==> config.mk <==
export PLATFORM = sky130hd
export DESIGN_NAME = rail_ctrl_bank
export DESIGN_NICKNAME = d
export VERILOG_FILES = /design/src/rtl/rail_bank_pkg.sv /design/src/rtl/rail_bank_ctrl.sv /design/src/rtl/rail_bank_dp.sv /design/src/rtl/rail_ctrl_bank.sv
export SDC_FILE = /design/constraint.sdc
export NUM_CORES = 1
export LEC_CHECK = 0
export ABC_AREA = 1
export BUFFER_PORTS_ARGS = -buffer_cell sky130_fd_sc_hd__clkbuf_2
export CORE_MARGIN = 8
export CORE_UTILIZATION = 30
export DETAILED_ROUTE_END_ITERATION = 10
export SYNTH_ARGS = -nofsm -noshare
export SYNTH_HDL_FRONTEND = slang
export SYNTH_HIERARCHICAL = 1
export SYNTH_SLANG_ARGS = --single-unit
==> constraint.sdc <==
create_clock -name clk -period 1.2 [get_ports clk]
set_clock_uncertainty 0.2 [all_clocks]
set_input_delay 0.24 -clock clk [delete_from_list [all_inputs] [get_ports clk]]
set_output_delay 0.24 -clock clk [all_outputs]
set_load 0.02 [all_outputs]
==> src/rtl/rail_bank_pkg.sv <==
package rail_bank_pkg;
  localparam int DATA_W     = 8;
  localparam int ADDR_W     = 2;
  localparam int NUM_RAILS  = 5;
  localparam int NUM_DET    = 7;
  localparam int VSEL_W     = 7;
  localparam int DETCFG_W   = 5;
  localparam int RD_W       = 2 * DATA_W;

  localparam logic [ADDR_W-1:0] ADDR_EN   = 2'd0;
  localparam logic [ADDR_W-1:0] ADDR_VSEL = 2'd1;
  localparam logic [ADDR_W-1:0] ADDR_DET  = 2'd2;

  // detector vector positions; bits 5..0 form the fault byte bits 7..2
  localparam int DET_OC   = 0;
  localparam int DET_TW   = 1;
  localparam int DET_OVP  = 2;
  localparam int DET_OV   = 3;
  localparam int DET_UV   = 4;
  localparam int DET_ACC  = 5;
  localparam int DET_TSD  = 6;
  localparam int NUM_FLAG = 6;

  typedef struct packed {
    logic wrEnable;
    logic wrVsel;
    logic wrDet;
    logic ovpClr;
    logic railKill;
  } bankStrobe_t;
endpackage

==> src/rtl/rail_bank_ctrl.sv <==
module rail_bank_ctrl
  import rail_bank_pkg::*;
#(
  parameter int SYNC_STAGES = 2
) (
  input  logic               clk,
  input  logic               rstN,
  input  logic               wrEn,
  input  logic [ADDR_W-1:0]  wrAddr,
  input  logic [NUM_DET-1:0] detRaw,
  input  logic               batMode,
  output bankStrobe_t        strobe,
  output logic [NUM_DET-1:0] detSync,
  output logic               batFaultN,
  output logic               accLowN
);
  localparam int LAST = SYNC_STAGES - 1;

  genvar g;
  generate
    for (g = 0; g < NUM_DET; g++) begin : g_sync
      logic [SYNC_STAGES-1:0] chain;
      always_ff @(posedge clk or negedge rstN) begin
        if (!rstN) chain <= '0;
        else       chain <= {chain[SYNC_STAGES-2:0], detRaw[g]};
      end
      assign detSync[g] = chain[LAST];
    end
  endgenerate

  logic ovpNow;
  logic supplyFault;
  assign ovpNow      = detSync[DET_OVP];
  assign supplyFault = detSync[DET_UV] | detSync[DET_OV] | ovpNow;

  always_comb begin
    strobe.wrEnable = wrEn && (wrAddr == ADDR_EN) && !ovpNow;
    strobe.wrVsel   = wrEn && (wrAddr == ADDR_VSEL);
    strobe.wrDet    = wrEn && (wrAddr == ADDR_DET);
    strobe.ovpClr   = ovpNow;
    strobe.railKill = ovpNow | detSync[DET_TSD];
  end

  assign batFaultN = !(supplyFault | (batMode & detSync[DET_TW]));
  assign accLowN   = !detSync[DET_ACC];

  AST_TWARN_MASKED: assert property (@(posedge clk) disable iff (!rstN)
    (detSync[DET_TW] && !batMode && !detSync[DET_UV] && !detSync[DET_OV] && !ovpNow) |-> batFaultN);
  AST_UV_SYNC_DELAY: assert property (@(posedge clk) disable iff (!rstN)
    $rose(detSync[DET_UV]) |-> $past(detRaw[DET_UV], SYNC_STAGES));
  AST_NO_ENABLE_IN_OVP: assert property (@(posedge clk) disable iff (!rstN)
    ovpNow |-> !strobe.wrEnable);
endmodule

==> src/rtl/rail_bank_dp.sv <==
module rail_bank_dp
  import rail_bank_pkg::*;
(
  input  logic                 clk,
  input  logic                 rstN,
  input  bankStrobe_t          strobe,
  input  logic [DATA_W-1:0]    wrData,
  input  logic [NUM_FLAG-1:0]  flags,
  output logic [NUM_RAILS-1:0] railEn,
  output logic [1:0]           ilmSel,
  output logic [1:0]           cdSel,
  output logic [1:0]           audSel,
  output logic                 sysSel,
  output logic [1:0]           accThr,
  output logic [1:0]           uvThr,
  output logic                 batMode,
  output logic [RD_W-1:0]      rdWord
);
  localparam int PAD_W = DATA_W - NUM_FLAG;

  logic [NUM_RAILS-1:0] enReg;
  logic [VSEL_W-1:0]    vselReg, vselNext, applied;
  logic [DETCFG_W-1:0]  detReg;

  always_ff @(posedge clk or negedge rstN) begin
    if (!rstN)                 enReg <= '0;
    else if (strobe.ovpClr)    enReg <= '0;
    else if (strobe.wrEnable)  enReg <= wrData[DATA_W-1 -: NUM_RAILS];
  end

  assign vselNext = strobe.wrVsel ? wrData[DATA_W-1 -: VSEL_W] : vselReg;

  always_ff @(posedge clk or negedge rstN) begin
    if (!rstN) begin
      vselReg <= '0;
      detReg  <= '0;
    end else begin
      vselReg <= vselNext;
      if (strobe.wrDet) detReg <= wrData[DATA_W-1 -: DETCFG_W];
    end
  end

  // each applied select bit belongs to rail (b+1)/2+1: SYS, AUDIO, CD, ILM
  genvar b;
  generate
    for (b = 0; b < VSEL_W; b++) begin : g_applied
      localparam int RAIL = (b + 1) / 2 + 1;
      always_ff @(posedge clk or negedge rstN) begin
        if (!rstN)             applied[b] <= 1'b0;
        else if (!enReg[RAIL]) applied[b] <= vselNext[b];
      end
    end
  endgenerate

  assign railEn  = strobe.railKill ? '0 : enReg;
  assign ilmSel  = applied[6:5];
  assign cdSel   = applied[4:3];
  assign audSel  = applied[2:1];
  assign sysSel  = applied[0];
  assign accThr  = detReg[4:3];
  assign uvThr   = detReg[2:1];
  assign batMode = detReg[0];
  assign rdWord  = {vselReg, 1'b0, flags, {PAD_W{1'b0}}};

  AST_ILM_SEL_FROZEN: assert property (@(posedge clk) disable iff (!rstN)
    (enReg[4] && $past(enReg[4])) |-> $stable(ilmSel));
  AST_SYS_SEL_FROZEN: assert property (@(posedge clk) disable iff (!rstN)
    (enReg[1] && $past(enReg[1])) |-> $stable(sysSel));
  AST_OVP_CLEARS_EN: assert property (@(posedge clk) disable iff (!rstN)
    strobe.ovpClr |=> (enReg == '0));
  AST_KILL_RAILS_OFF: assert property (@(posedge clk) disable iff (!rstN)
    strobe.railKill |-> (railEn == '0));
endmodule

==> src/rtl/rail_ctrl_bank.sv <==
module rail_ctrl_bank
  import rail_bank_pkg::*;
#(
  parameter int SYNC_STAGES = 2
) (
  input  logic        clk,
  input  logic        rstN,
  input  logic        wrEn,
  input  logic [1:0]  wrAddr,
  input  logic [7:0]  wrData,
  input  logic        detUv,
  input  logic        detOv,
  input  logic        detOvp,
  input  logic        detAccLow,
  input  logic        detTwarn,
  input  logic        detTsd,
  input  logic        detOc,
  output logic [4:0]  railEn,
  output logic [1:0]  ilmSel,
  output logic [1:0]  cdSel,
  output logic [1:0]  audSel,
  output logic        sysSel,
  output logic [1:0]  accThr,
  output logic [1:0]  uvThr,
  output logic        batMode,
  output logic [15:0] rdWord,
  output logic        batFaultN,
  output logic        accLowN
);
  logic [NUM_DET-1:0] detRaw, detSync;
  bankStrobe_t        strobe;

  always_comb begin
    detRaw           = '0;
    detRaw[DET_OC]   = detOc;
    detRaw[DET_TW]   = detTwarn;
    detRaw[DET_OVP]  = detOvp;
    detRaw[DET_OV]   = detOv;
    detRaw[DET_UV]   = detUv;
    detRaw[DET_ACC]  = detAccLow;
    detRaw[DET_TSD]  = detTsd;
  end

  rail_bank_ctrl #(.SYNC_STAGES(SYNC_STAGES)) u_ctrl (
    .clk(clk), .rstN(rstN), .wrEn(wrEn), .wrAddr(wrAddr), .detRaw(detRaw),
    .batMode(batMode), .strobe(strobe), .detSync(detSync),
    .batFaultN(batFaultN), .accLowN(accLowN)
  );

  rail_bank_dp u_dp (
    .clk(clk), .rstN(rstN), .strobe(strobe), .wrData(wrData),
    .flags(detSync[NUM_FLAG-1:0]), .railEn(railEn), .ilmSel(ilmSel),
    .cdSel(cdSel), .audSel(audSel), .sysSel(sysSel), .accThr(accThr),
    .uvThr(uvThr), .batMode(batMode), .rdWord(rdWord)
  );
endmodule

==> insert_results.sql, run 1 <==
INSERT INTO impl_metrics (metric_group, metric, value, unit) VALUES
('detailed_routing', 'via_total_after_detailed_routing', '1216', ''),
('clock_network', 'cts_tree', 'built', ''),
('cells_and_area', 'num-nets-final', '255', ''),
('placement', 'port-buffer-count', '50', ''),
('die', 'die_span_in_x', '87.5', 'um'),
('die', 'core', '5010', 'um^2'),
('hold_path', 'hold_path_depth', '3', ''),
('placement', 'globalplace.congestion', '0.697', ''),
('detailed_routing', 'dr.pass1.iters', '4', ''),
('cells_and_area', 'fillers', '497', ''),
('detailed_routing', 'postRouteWirelength', '3.71', 'mm'),
('global_route', 'pin_count_of_the_biggest_net_entering_global_routing', '39', ''),
('setup_path', 'setup.reg_to_reg.worst_slack', '-0.42', 'ns'),
('sta', 'min_cycle_time_layout', '1.67', 'ns'),
('hold_path', 'min_from', 'wrData[7]', ''),
('setup_path', 'endpoint_kind', 'output port', ''),
('clock_network', 'clk_pin_slew_worst_paths', '0.07', 'ns'),
('setup_path', 'worst_reg2reg_path_endpoint', 'u_dp/enReg[3]', ''),
('setup_path', 'critical_path.cell_chain', 'buf_4 > nor2_2 > nand2_2 > nor2_4 > clkbuf_8', ''),
('placement', 'post-place-cells', '277', ''),
('sta', 'report.final.setup_viol', '37', ''),
('cells_and_area', 'areaGrowthSynthToFinish', '60.7', '%'),
('sta', 'postLayoutSetupSlackWorst', '-0.471', 'ns'),
('power_and_ir_drop', 'cellLeakagePower', '0.00124', 'uW'),
('synthesis', 'synth_warnings', '6', ''),
('sta', 'whs', '0.0116', 'ns'),
('detailed_routing', 'vias_per_cell', '3.97', ''),
('sta', 'rsz0062_at_grt', 'true', ''),
('die', 'start_util', '30.6', '%'),
('cells_and_area', 'multi_input_comb_area', '443', 'um^2'),
('clock_network', 'cts-buffers-inserted', '5', ''),
('global_route', 'globalRouteTotalUtil', '9.78', '%'),
('clock_network', 'clk_root_buffer_cell', 'sky130_fd_sc_hd__clkbuf_8', ''),
('detailed_routing', 'post-route-drc-count', '0', ''),
('die', 'boundaryPins', '55', ''),
('die', 'dieArea', '7660', 'um^2'),
('setup_path', 'critPathMaxFanout', '3', ''),
('detailed_routing', 'wl_per_cell', '12.1', 'um'),
('setup_path', 'required', '0.76', 'ns'),
('cells_and_area', 'area.sequential', '951', 'um^2'),
('placement', 'dp_hpwl', '2.59', 'mm'),
('placement', 'place_worst_setup_slack', '-0.262', 'ns'),
('cells_and_area', 'antenna-diode-count', '0', ''),
('run', 'max_cap_viol_count', '0', ''),
('hold_path', 'worstHoldEndpoint', 'u_dp/detReg[4]', ''),
('synthesis', 'postSynthCellCount', '161', ''),
('setup_path', 'timing.critical_path.arrival', '1.23', 'ns'),
('setup_path', 'crit_path_start_kind', 'register', ''),
('setup_path', 'worst_r2r_path_depth', '8', ''),
('die', 'num_rows', '26', ''),
('global_route', 'first_global_vias', '1226', ''),
('setup_path', 'cpPeakStageDelay', '0.40', 'ns'),
('sta', 'hold_fails_final_rpt', '0', ''),
('detailed_routing', 'final_antenna_net_count', '0', ''),
('run_status', 'failing_checks', 'setup timing', ''),
('die', 'height_of_the_die', '87.5', 'um'),
('detailed_routing', 'detailedRoute.firstIterationViolations', '56', ''),
('clock_network', 'cts.path.max_buffers', '2', ''),
('setup_path', 'critical_path_class', 'reg -> out', ''),
('run_status', 'status', 'finished with violations', ''),
('sta', 'pins_over_their_slew_limit', '0', ''),
('cells_and_area', 'finalNonFillerCells', '306', ''),
('clock_network', 'cts_sinks', '38', ''),
('power_and_ir_drop', 'vdd_drop_max', '0.000792', 'V'),
('sta', 'clock.fmax', '598', 'MHz'),
('setup_path', 'worst_path_max_delay_cell', 'sky130_fd_sc_hd__dfrtp_1', ''),
('global_route', 'grt_first_pass_wirelength', '5.65', 'mm'),
('synthesis', 'synthesis.area', '1540', 'um^2'),
('setup_path', 'worstReg2RegStart', 'u_ctrl/g_sync[2].chain[1]', ''),
('global_route', 'global_route.overflow_total', '0', ''),
('sta', 'setup_tns', '-6.84', 'ns'),
('clock_network', 'clock_latency', '0.29', 'ns'),
('global_route', 'antenna_found_initial', '0', ''),
('synthesis', 'post_synth.cell_area_avg', '9.54', 'um^2'),
('cells_and_area', 'drive_gt1_share', '42.4', '%'),
('clock_network', 'cts_htree_levels', '2', ''),
('sta', 'layout_worst_path_cycle_share', '139', '%'),
('hold_path', 'hp-class', 'in -> reg', ''),
('power_and_ir_drop', 'power-per-cell-area', '1370', 'nW/um^2');
-- cells in the final DEF (no fill, tap or decap), drive strengths merged --
cell,count
o21ai,5
and2,7
nand3,7
or2,2
conb,3
nor2,16
clkbuf,35
buf,48
a21oi,5
inv,24
nand2,38
dfrtp,38
dlygate4sd3,8
-- cell type report --
| type | instances | share of cell area, % |
|---|---|---|
| inverter | 24 | 3.85 |
| timing repair buffer | 83 | 31.6 |
| clock buffer | 8 | 4.46 |
| sequential | 38 | 38.5 |
| tap | 70 | 3.55 |
| multi-input combinational | 83 | 18.0 |
-- per-stage QoR --
stage / util [%] / power [uW] / instance area [um^2]
after floorplan: - / 1870 / 1600
after global placement: 37.9 / 2080 / 1900
after detailed placement: 37.9 / 2090 / 1900
after CTS: 45.5 / 3280 / 2280
after global routing: 49.3 / 3560 / 2470
final: 49.3 / 3390 / 2470
-- worst max-delay path by stage --
stage	from	endpoint	slack, ns	cells after the start
5_1_grt	u_ctrl/g_sync[2].chain[1]	batFaultN	-0.53	5
4_1_cts	u_ctrl/g_sync[2].chain[1]	railEn[3]	-0.50	3
2_1_floorplan	u_ctrl/g_sync[2].chain[1]	railEn[0]	-0.07	2
3_5_place_dp	u_ctrl/g_sync[2].chain[1]	u_dp/enReg[0]	-0.26	5
3_3_place_gp	u_ctrl/g_sync[2].chain[1]	batFaultN	-0.22	5
6_report	u_ctrl/g_sync[2].chain[1]	batFaultN	-0.47	5
-- per-layer routing --
| metal | vias up | track usage (%) | wire length, um |
|---|---|---|---|
| met5 | - | 0 | 0 |
| met4 | 0 | 3.28 | 29 |
| met3 | 4 | 3.85 | 309 |
| met2 | 37 | 16.3 | 1850 |
| met1 | 572 | 11.2 | 1520 |
| li1 | 603 | - | - |
-- timing repair --
item	4_1_cts	5_1_grt
endpoints found under the setup margin	37	37
hold buffers	8	0
setup buffers	7	6
endpoints found under the hold margin	45	0
gates resized for setup	34	64
pin swaps	4	6
-- power breakdown --
| part | internal, uW | leakage, uW | switching, uW |
|---|---|---|---|
| Sequential | 1410 | 0.000439 | 87.7 |
| Clock | 580 | 0.0000575 | 443 |
| Combinational | 458 | 0.000741 | 409 |
| Total | 2450 | 0.00124 | 940 |
-- registers in the layout, summed over array words and instances, names as in the netlist --
register	cells
u_ctrl/g_sync.chain	14
u_dp/enReg	5
u_dp/cdSel	2
u_dp/ilmSel	2
u_dp/detReg	5
u_dp/sysSel	1
u_dp/vselReg	7
u_dp/audSel	2
-- critical path, delay by kind of cell, from the launching register on --
family,cells,cell delay [ns]
flip-flops,1,0.40
buffers and inverters,2,0.29
AND/OR/NAND/NOR,3,0.27
(Power assumes the default switching activity.)
==> run 2, diff against run 1 <==
- ABC_AREA: 1 -> 0
==> run 2 against run 1 <==
The flow finishes with violations (hold timing, setup timing). Count of clock-buffer cells in the layout down 1. Sequential power increased by 3%. Area after synthesis is 3.4% lower. Non-clock buffer count increased by 10. Worst hold slack worse by 0.012 ns. Utilization up 3.6 points. First-iteration DRC count shrank 25%. Synthesized cell count fell by 40%. Critical path type unchanged.
==> insert_results.sql, run 2 <==
INSERT INTO impl_metrics (metric_group, metric, value, unit) VALUES
('detailed_routing', 'top_layer_used', 'met4', ''),
('die', 'num_rows', '25', ''),
('detailed_routing', 'postRouteWirelength', '3.52', 'mm'),
('clock_network', 'clk_root_buffer_cell', 'sky130_fd_sc_hd__clkbuf_8', ''),
('clock_network', 'cts.path.max_buffers', '2', ''),
('die', 'start_util', '31.2', '%'),
('cells_and_area', 'most_common_cell_after_layout_fill_and_taps_aside', 'sky130_fd_sc_hd__dfrtp_1', ''),
('cells_and_area', 'largest_registers', 'u_ctrl/g_sync.chain x14, u_dp/vselReg x7', ''),
('detailed_routing', 'dr.pass1.iters', '4', ''),
('hold_path', 'min_from', 'wrData[2]', ''),
('clock_network', 'cts_tree', 'built', ''),
('synthesis', 'synth_warnings', '6', ''),
('sta', 'whs', '-0.0000399', 'ns'),
('cells_and_area', 'antenna-diode-count', '0', ''),
('run_status', 'failing_checks', 'hold timing, setup timing', ''),
('sta', 'min_cycle_time_layout', '1.74', 'ns'),
('detailed_routing', 'via_total_after_detailed_routing', '1008', ''),
('setup_path', 'worst_path_max_delay_cell', 'sky130_fd_sc_hd__dfrtp_2', ''),
('synthesis', 'postSynthCellCount', '97', ''),
('cells_and_area', 'drive_gt1_share', '67.0', '%'),
('sta', 'postLayoutSetupSlackWorst', '-0.539', 'ns'),
('detailed_routing', 'wl_met2', '1.70', 'mm'),
('cells_and_area', 'num-nets-final', '201', ''),
('clock_network', 'cts_sinks', '38', ''),
('die', 'die_span_in_x', '86.3', 'um'),
('global_route', 'pin_count_of_the_biggest_net_entering_global_routing', '39', ''),
('die', 'height_of_the_die', '86.3', 'um'),
('die', 'boundaryPins', '55', ''),
('clock_network', 'cts_htree_levels', '2', ''),
('detailed_routing', 'vias_per_cell', '4.05', ''),
('sta', 'clock.fmax', '575', 'MHz'),
('clock_network', 'clk_pin_slew_worst_paths', '0.07', 'ns'),
('detailed_routing', 'detailedRoute.firstIterationViolations', '42', ''),
('global_route', 'global_route.overflow_total', '0', ''),
('sta', 'hold_fails_final_rpt', '1', ''),
('setup_path', 'endpoint_kind', 'output port', ''),
('global_route', 'first_global_vias', '1161', ''),
('setup_path', 'worst_r2r_path_depth', '6', ''),
('sta', 'report.final.setup_viol', '44', ''),
('setup_path', 'worst_reg2reg_path_endpoint', 'u_dp/enReg[0]', ''),
('sta', 'setup_tns', '-9.05', 'ns'),
('die', 'dieArea', '7450', 'um^2'),
('cells_and_area', 'mostFrequentLayoutCells', '37 x sky130_fd_sc_hd__dfrtp_1, 23 x sky130_fd_sc_hd__buf_6, 22 x sky130_fd_sc_hd__buf_4, 18 x sky130_fd_sc_hd__clkbuf_2, 14 x sky130_fd_sc_hd__clkbuf_8', ''),
('detailed_routing', 'post-route-drc-count', '0', ''),
('placement', 'globalplace.congestion', '0.707', ''),
('placement', 'placement.cell_area', '1920', 'um^2'),
('detailed_routing', 'detail_route.wirelength.met1', '1.37', 'mm'),
('setup_path', 'worstReg2RegStart', 'u_ctrl/g_sync[2].chain[1]', ''),
('setup_path', 'timing.critical_path.arrival', '1.30', 'ns'),
('hold_path', 'hp-class', 'in -> reg', ''),
('power_and_ir_drop', 'power-per-cell-area', '1410', 'nW/um^2'),
('detailed_routing', 'final_antenna_net_count', '0', ''),
('setup_path', 'critPathMaxFanout', '5', ''),
('global_route', 'globalRouteTotalUtil', '10.0', '%'),
('setup_path', 'critical_path_class', 'reg -> out', ''),
('sta', 'layout_worst_path_cycle_share', '145', '%'),
('placement', 'port-buffer-count', '50', ''),
('cells_and_area', 'areaGrowthSynthToFinish', '69.5', '%'),
('clock_network', 'cts-buffers-inserted', '5', ''),
('die', 'core', '4750', 'um^2'),
('setup_path', 'cpPeakStageDelay', '0.43', 'ns'),
('hold_path', 'hold_path_depth', '2', ''),
('hold_path', 'worstHoldEndpoint', 'u_dp/vselReg[1]', ''),
('clock_network', 'cts.hold.buffers_added', '8', ''),
('cells_and_area', 'largest_register_ffs', '14', ''),
('cells_and_area', 'register_with_the_highest_flop_count', 'u_ctrl/g_sync.chain', ''),
('setup_path', 'setup.reg_to_reg.worst_slack', '-0.44', 'ns'),
('setup_path', 'required', '0.76', 'ns'),
('placement', 'dp_hpwl', '2.40', 'mm'),
('setup_path', 'crit_path_start_kind', 'register', ''),
('setup_path', 'critical_path.cell_chain', 'or2_4 > nor2b_2 > clkbuf_8', ''),
('power_and_ir_drop', 'cellLeakagePower', '0.00118', 'uW'),
('sta', 'rsz0062_at_grt', 'true', ''),
('synthesis', 'synthesis.area', '1480', 'um^2'),
('global_route', 'grt_first_pass_wirelength', '5.75', 'mm'),
('detailed_routing', 'wl_per_cell', '14.1', 'um'),
('clock_network', 'clock_latency', '0.29', 'ns'),
('global_route', 'antenna_found_initial', '0', ''),
('detailed_routing', 'dr_wl_met3', '406', 'um'),
('cells_and_area', 'design_area', '2510', 'um^2'),
('run', 'max_cap_viol_count', '0', ''),
('synthesis', 'post_synth.cell_area_avg', '15.3', 'um^2'),
('run_status', 'status', 'finished with violations', ''),
('sta', 'pins_over_their_slew_limit', '0', ''),
('power_and_ir_drop', 'vdd_drop_max', '0.000799', 'V');
run 2: repair_timing:
action / 4_1_cts / 5_1_grt
hold endpoints to repair: 47 / 1
gates resized for setup: 51 / 54
cloned: 0 / 0
endpoints found under the setup margin: 44 / 44
buffers inserted: 9 / 6
pin swaps: 1 / 1
run 2: how the worst max path moves through the flow:
stage | startpoint | end | slack (ns) | cells after the start
finish | u_ctrl/g_sync[2].chain[1] | railEn[2] | -0.54 | 3
global route | u_ctrl/g_sync[2].chain[1] | railEn[2] | -0.59 | 3
CTS | u_ctrl/g_sync[2].chain[1] | railEn[2] | -0.55 | 3
detailed placement | wrAddr[1] | u_dp/audSel[0] | -0.43 | 5
global placement | wrAddr[1] | u_dp/ilmSel[0] | -0.40 | 5
floorplan | wrAddr[1] | u_dp/audSel[0] | -0.25 | 4
run 2: per-layer routing:
layer  vias up  track usage (%)
li1        472                -
met2        44             16.1
met5         -                0
met1       487             10.7
met4         0             3.13
met3         5             6.24
run 2: report_power, final:
| group | total [uW] | leakage [uW] | switching, uW | internal, uW |
|---|---|---|---|---|
| Sequential | 1540 | 0.000456 | 111 | 1430 |
| Combinational | 1110 | 0.000677 | 426 | 687 |
| Clock | 884 | 0.0000482 | 421 | 463 |
| Total | 3540 | 0.00118 | 958 | 2580 |
run 2: worst max-delay path: cells and delay by family (launching register included):
kind | cells | cell delay (ns)
AND/OR/NAND/NOR | 2 | 0.44
flip-flops | 1 | 0.43
buffers and inverters | 1 | 0.15
run 2: layout make-up:
| cell class | instances | area (um^2) |
|---|---|---|
| flip-flops and latches | 38 | 952 |
| inverters | 1 | 3.75 |
| repair buffers | 93 | 925 |
| well taps | 67 | 83.8 |
| fillers | 414 | 2240 |
| clock buffers | 7 | 86.3 |
| clock inverters | 1 | 5.00 |
| multi-input cells | 42 | 458 |
run 2: stage by stage:
stage	worst slack [ns]	utilization [%]	power [uW]	std cells
after floorplan	-0.251	-	1940	99
after global placement	-0.405	40.4	2250	220
after detailed placement	-0.426	40.4	2260	220
after CTS	-0.554	49.8	3390	244
after global routing	-0.590	52.9	3720	249
final	-0.539	52.9	3540	249
==> run 3, diff against run 2 <==
- CORE_ASPECT_RATIO: default -> 0.7
==> run 3 against run 2 <==
Power down 2.5%. Critical path type unchanged. Combinational power shrank 8%. Design area is 2.4% lower. Non-clock buffer count is 5 lower. Fmax shrank 0.22%. First-iteration DRC count shrank 33%. Worst hold slack better by 0.00055 ns. Sequential share of layout area grew 0.93 points. Worst setup slack worse by 0.0038 ns. Flip-flop and latch count did not move. Highest routed layer unchanged. Sequential power about the same. The run ends with setup timing left. Critical endpoint is now railEn[3].
==> insert_results.sql, run 3 (synthesized netlist as in run 2, its figures left out) <==
INSERT INTO impl_metrics (metric_group, metric, value, unit) VALUES
('die', 'die_span_in_x', '100', 'um'),
('global_route', 'first_global_vias', '1129', ''),
('setup_path', 'critical_path.cell_chain', 'or2_4 > nor2b_2 > clkbuf_8', ''),
('cells_and_area', 'largest_register_ffs', '14', ''),
('setup_path', 'timing.critical_path.arrival', '1.30', 'ns'),
('power_and_ir_drop', 'totalPowerFinal', '3450', 'uW'),
('sta', 'clock.fmax', '574', 'MHz'),
('clock_network', 'cts_sinks', '38', ''),
('power_and_ir_drop', 'switching_share', '27.1', '%'),
('clock_network', 'clk_root_buffer_cell', 'sky130_fd_sc_hd__clkbuf_8', ''),
('clock_network', 'clock_latency', '0.28', 'ns'),
('cells_and_area', 'fillers', '415', ''),
('clock_network', 'cts_tree', 'built', ''),
('sta', 'layout_worst_path_cycle_share', '145', '%'),
('detailed_routing', 'vias_per_cell', '4.02', ''),
('setup_path', 'cp.buffers_inverters', '1', ''),
('setup_path', 'worst_reg2reg_path_endpoint', 'u_dp/enReg[0]', ''),
('power_and_ir_drop', 'clkPwrFrac', '25.6', '%'),
('power_and_ir_drop', 'vdd_drop_max', '0.000765', 'V'),
('setup_path', 'worstReg2RegStart', 'u_ctrl/g_sync[2].chain[1]', ''),
('sta', 'postLayoutSetupSlackWorst', '-0.543', 'ns'),
('placement', 'port-buffer-count', '50', ''),
('global_route', 'globalRouteTotalUtil', '9.40', '%'),
('setup_path', 'setup.reg_to_reg.worst_slack', '-0.35', 'ns'),
('setup_path', 'worst_r2r_path_depth', '5', ''),
('cells_and_area', 'mostFrequentLayoutCells', '37 x sky130_fd_sc_hd__dfrtp_1, 25 x sky130_fd_sc_hd__buf_6, 21 x sky130_fd_sc_hd__buf_4, 17 x sky130_fd_sc_hd__clkbuf_2, 11 x sky130_fd_sc_hd__clkbuf_8', ''),
('power_and_ir_drop', 'power_frac_comb', '29.6', '%'),
('power_and_ir_drop', 'power.internal', '2520', 'uW'),
('cells_and_area', 'largest_registers', 'u_ctrl/g_sync.chain x14, u_dp/vselReg x7', ''),
('global_route', 'antenna_found_initial', '0', ''),
('cells_and_area', 'register_with_the_highest_flop_count', 'u_ctrl/g_sync.chain', ''),
('hold_path', 'hold_path_depth', '2', ''),
('die', 'core', '4780', 'um^2'),
('global_route', 'grt_first_pass_wirelength', '5.40', 'mm'),
('cells_and_area', 'design_area', '2450', 'um^2'),
('global_route', 'global_route.overflow_total', '0', ''),
('power_and_ir_drop', 'seqPwrFrac', '44.8', '%'),
('sta', 'report.final.setup_viol', '44', ''),
('run_status', 'status', 'finished with violations', ''),
('detailed_routing', 'via_total_after_detailed_routing', '990', ''),
('sta', 'hold_fails_final_rpt', '0', ''),
('hold_path', 'min_from', 'wrData[2]', ''),
('power_and_ir_drop', 'switchingPower', '935', 'uW'),
('cells_and_area', 'finalNonFillerCells', '246', ''),
('detailed_routing', 'post-route-drc-count', '0', ''),
('setup_path', 'worst_path_max_delay_cell', 'sky130_fd_sc_hd__dfrtp_2', ''),
('setup_path', 'cpPeakStageDelay', '0.43', 'ns'),
('placement', 'post-place-cells', '221', ''),
('placement', 'globalplace.congestion', '0.708', ''),
('die', 'boundaryPins', '55', ''),
('power_and_ir_drop', 'cellLeakagePower', '0.00115', 'uW'),
('sta', 'rsz0062_at_grt', 'true', ''),
('cells_and_area', 'num-nets-final', '196', ''),
('cells_and_area', 'antenna-diode-count', '0', ''),
('clock_network', 'cts_htree_levels', '2', ''),
('setup_path', 'crit_path_start_kind', 'register', ''),
('global_route', 'pin_count_of_the_biggest_net_entering_global_routing', '39', ''),
('cells_and_area', 'most_common_cell_after_layout_fill_and_taps_aside', 'sky130_fd_sc_hd__dfrtp_1', ''),
('setup_path', 'critPathMaxFanout', '5', ''),
('clock_network', 'cts.path.max_buffers', '2', ''),
('setup_path', 'critPathTopFamily', 'simple AND/OR/NAND/NOR gates', ''),
('placement', 'placement.cell_area', '1920', 'um^2'),
('detailed_routing', 'detailedRoute.firstIterationViolations', '28', ''),
('run_status', 'failing_checks', 'setup timing', ''),
('die', 'dieArea', '7480', 'um^2'),
('detailed_routing', 'postRouteWirelength', '3.35', 'mm'),
('cells_and_area', 'areaGrowthSynthToFinish', '65.5', '%'),
('placement', 'dp_hpwl', '2.38', 'mm'),
('detailed_routing', 'wl_per_cell', '13.6', 'um'),
('setup_path', 'endpoint_kind', 'output port', ''),
('setup_path', 'critical_path_class', 'reg -> out', ''),
('hold_path', 'worstHoldEndpoint', 'u_dp/vselReg[1]', ''),
('clock_network', 'cts.hold.buffers_added', '8', ''),
('die', 'num_rows', '21', ''),
('die', 'height_of_the_die', '74.8', 'um'),
('clock_network', 'cts-buffers-inserted', '5', ''),
('detailed_routing', 'final_antenna_net_count', '0', ''),
('cells_and_area', 'fin_util', '51.3', '%'),
('sta', 'pins_over_their_slew_limit', '0', ''),
('placement', 'place_worst_setup_slack', '-0.430', 'ns'),
('cells_and_area', 'multi_input_comb_area', '457', 'um^2'),
('run', 'max_cap_viol_count', '0', ''),
('detailed_routing', 'dr.pass1.iters', '3', ''),
('cells_and_area', 'drive_gt1_share', '65.5', '%'),
('sta', 'min_cycle_time_layout', '1.74', 'ns'),
('die', 'start_util', '31.0', '%'),
('clock_network', 'clk_pin_slew_worst_paths', '0.07', 'ns'),
('power_and_ir_drop', 'power-per-cell-area', '1410', 'nW/um^2'),
('hold_path', 'hp-class', 'in -> reg', ''),
('setup_path', 'required', '0.76', 'ns'),
('cells_and_area', 'area.sequential', '952', 'um^2');
==> run 3: cell types whose count changed in the layout (fill, tap and decap cells not counted), sizes merged <==
cell and change:
clkbuf -4, buf -1
==> run 3: through the flow <==
step                setup TNS (ns)  hold WS [ns]
floorplan                    -3.69        -0.256
global placement             -8.17        0.0208
detailed placement           -8.68        0.0238
CTS                          -9.26      -0.00492
global route                -10.11       -0.0128
finish                       -8.35      0.000514
==> run 3: final cells by class <==
cell class	instances	area share, %
Clock buffer	7	3.52
Clock inverter	1	0.204
Inverter	1	0.153
Multi-Input combinational cell	42	18.6
Sequential cell	38	38.8
Tap cell	69	3.52
Timing Repair Buffer	88	35.2
==> run 3: timing repair <==
item	CTS	global route
buffers inserted	5	6
pin swaps	2	1
resized for setup	41	64
hold endpoints to repair	47	2
endpoints found under the setup margin	44	44
==> run 3: power groups by stage <==
stage | clock, uW | sequential, uW | combinational, uW
global route | 985 | 1570 | 1090
floorplan | 0 | 1690 | 247
CTS | 917 | 1530 | 837
global placement | 0 | 1540 | 678
finish | 884 | 1550 | 1020
detailed placement | 0 | 1550 | 691
==> run 3: worst max path at each step <==
stage          cells after the start  slack [ns]             end                      start
6_report                           3       -0.54       railEn[3]  u_ctrl/g_sync[2].chain[1]
5_1_grt                            3       -0.60       railEn[2]  u_ctrl/g_sync[2].chain[1]
4_1_cts                            3       -0.59       railEn[3]  u_ctrl/g_sync[2].chain[1]
3_5_place_dp                       5       -0.43   u_dp/cdSel[0]                  wrAddr[1]
3_3_place_gp                       5       -0.40  u_dp/audSel[1]                  wrAddr[1]
2_1_floorplan                      4       -0.25  u_dp/audSel[0]                  wrAddr[1]
==> run 3: routing by layer <==
metal,GRT usage (%),share of wire (%)
met1,9.68,41
met2,15.9,48
met3,5.54,10
met4,3.00,0.57
met5,0,0
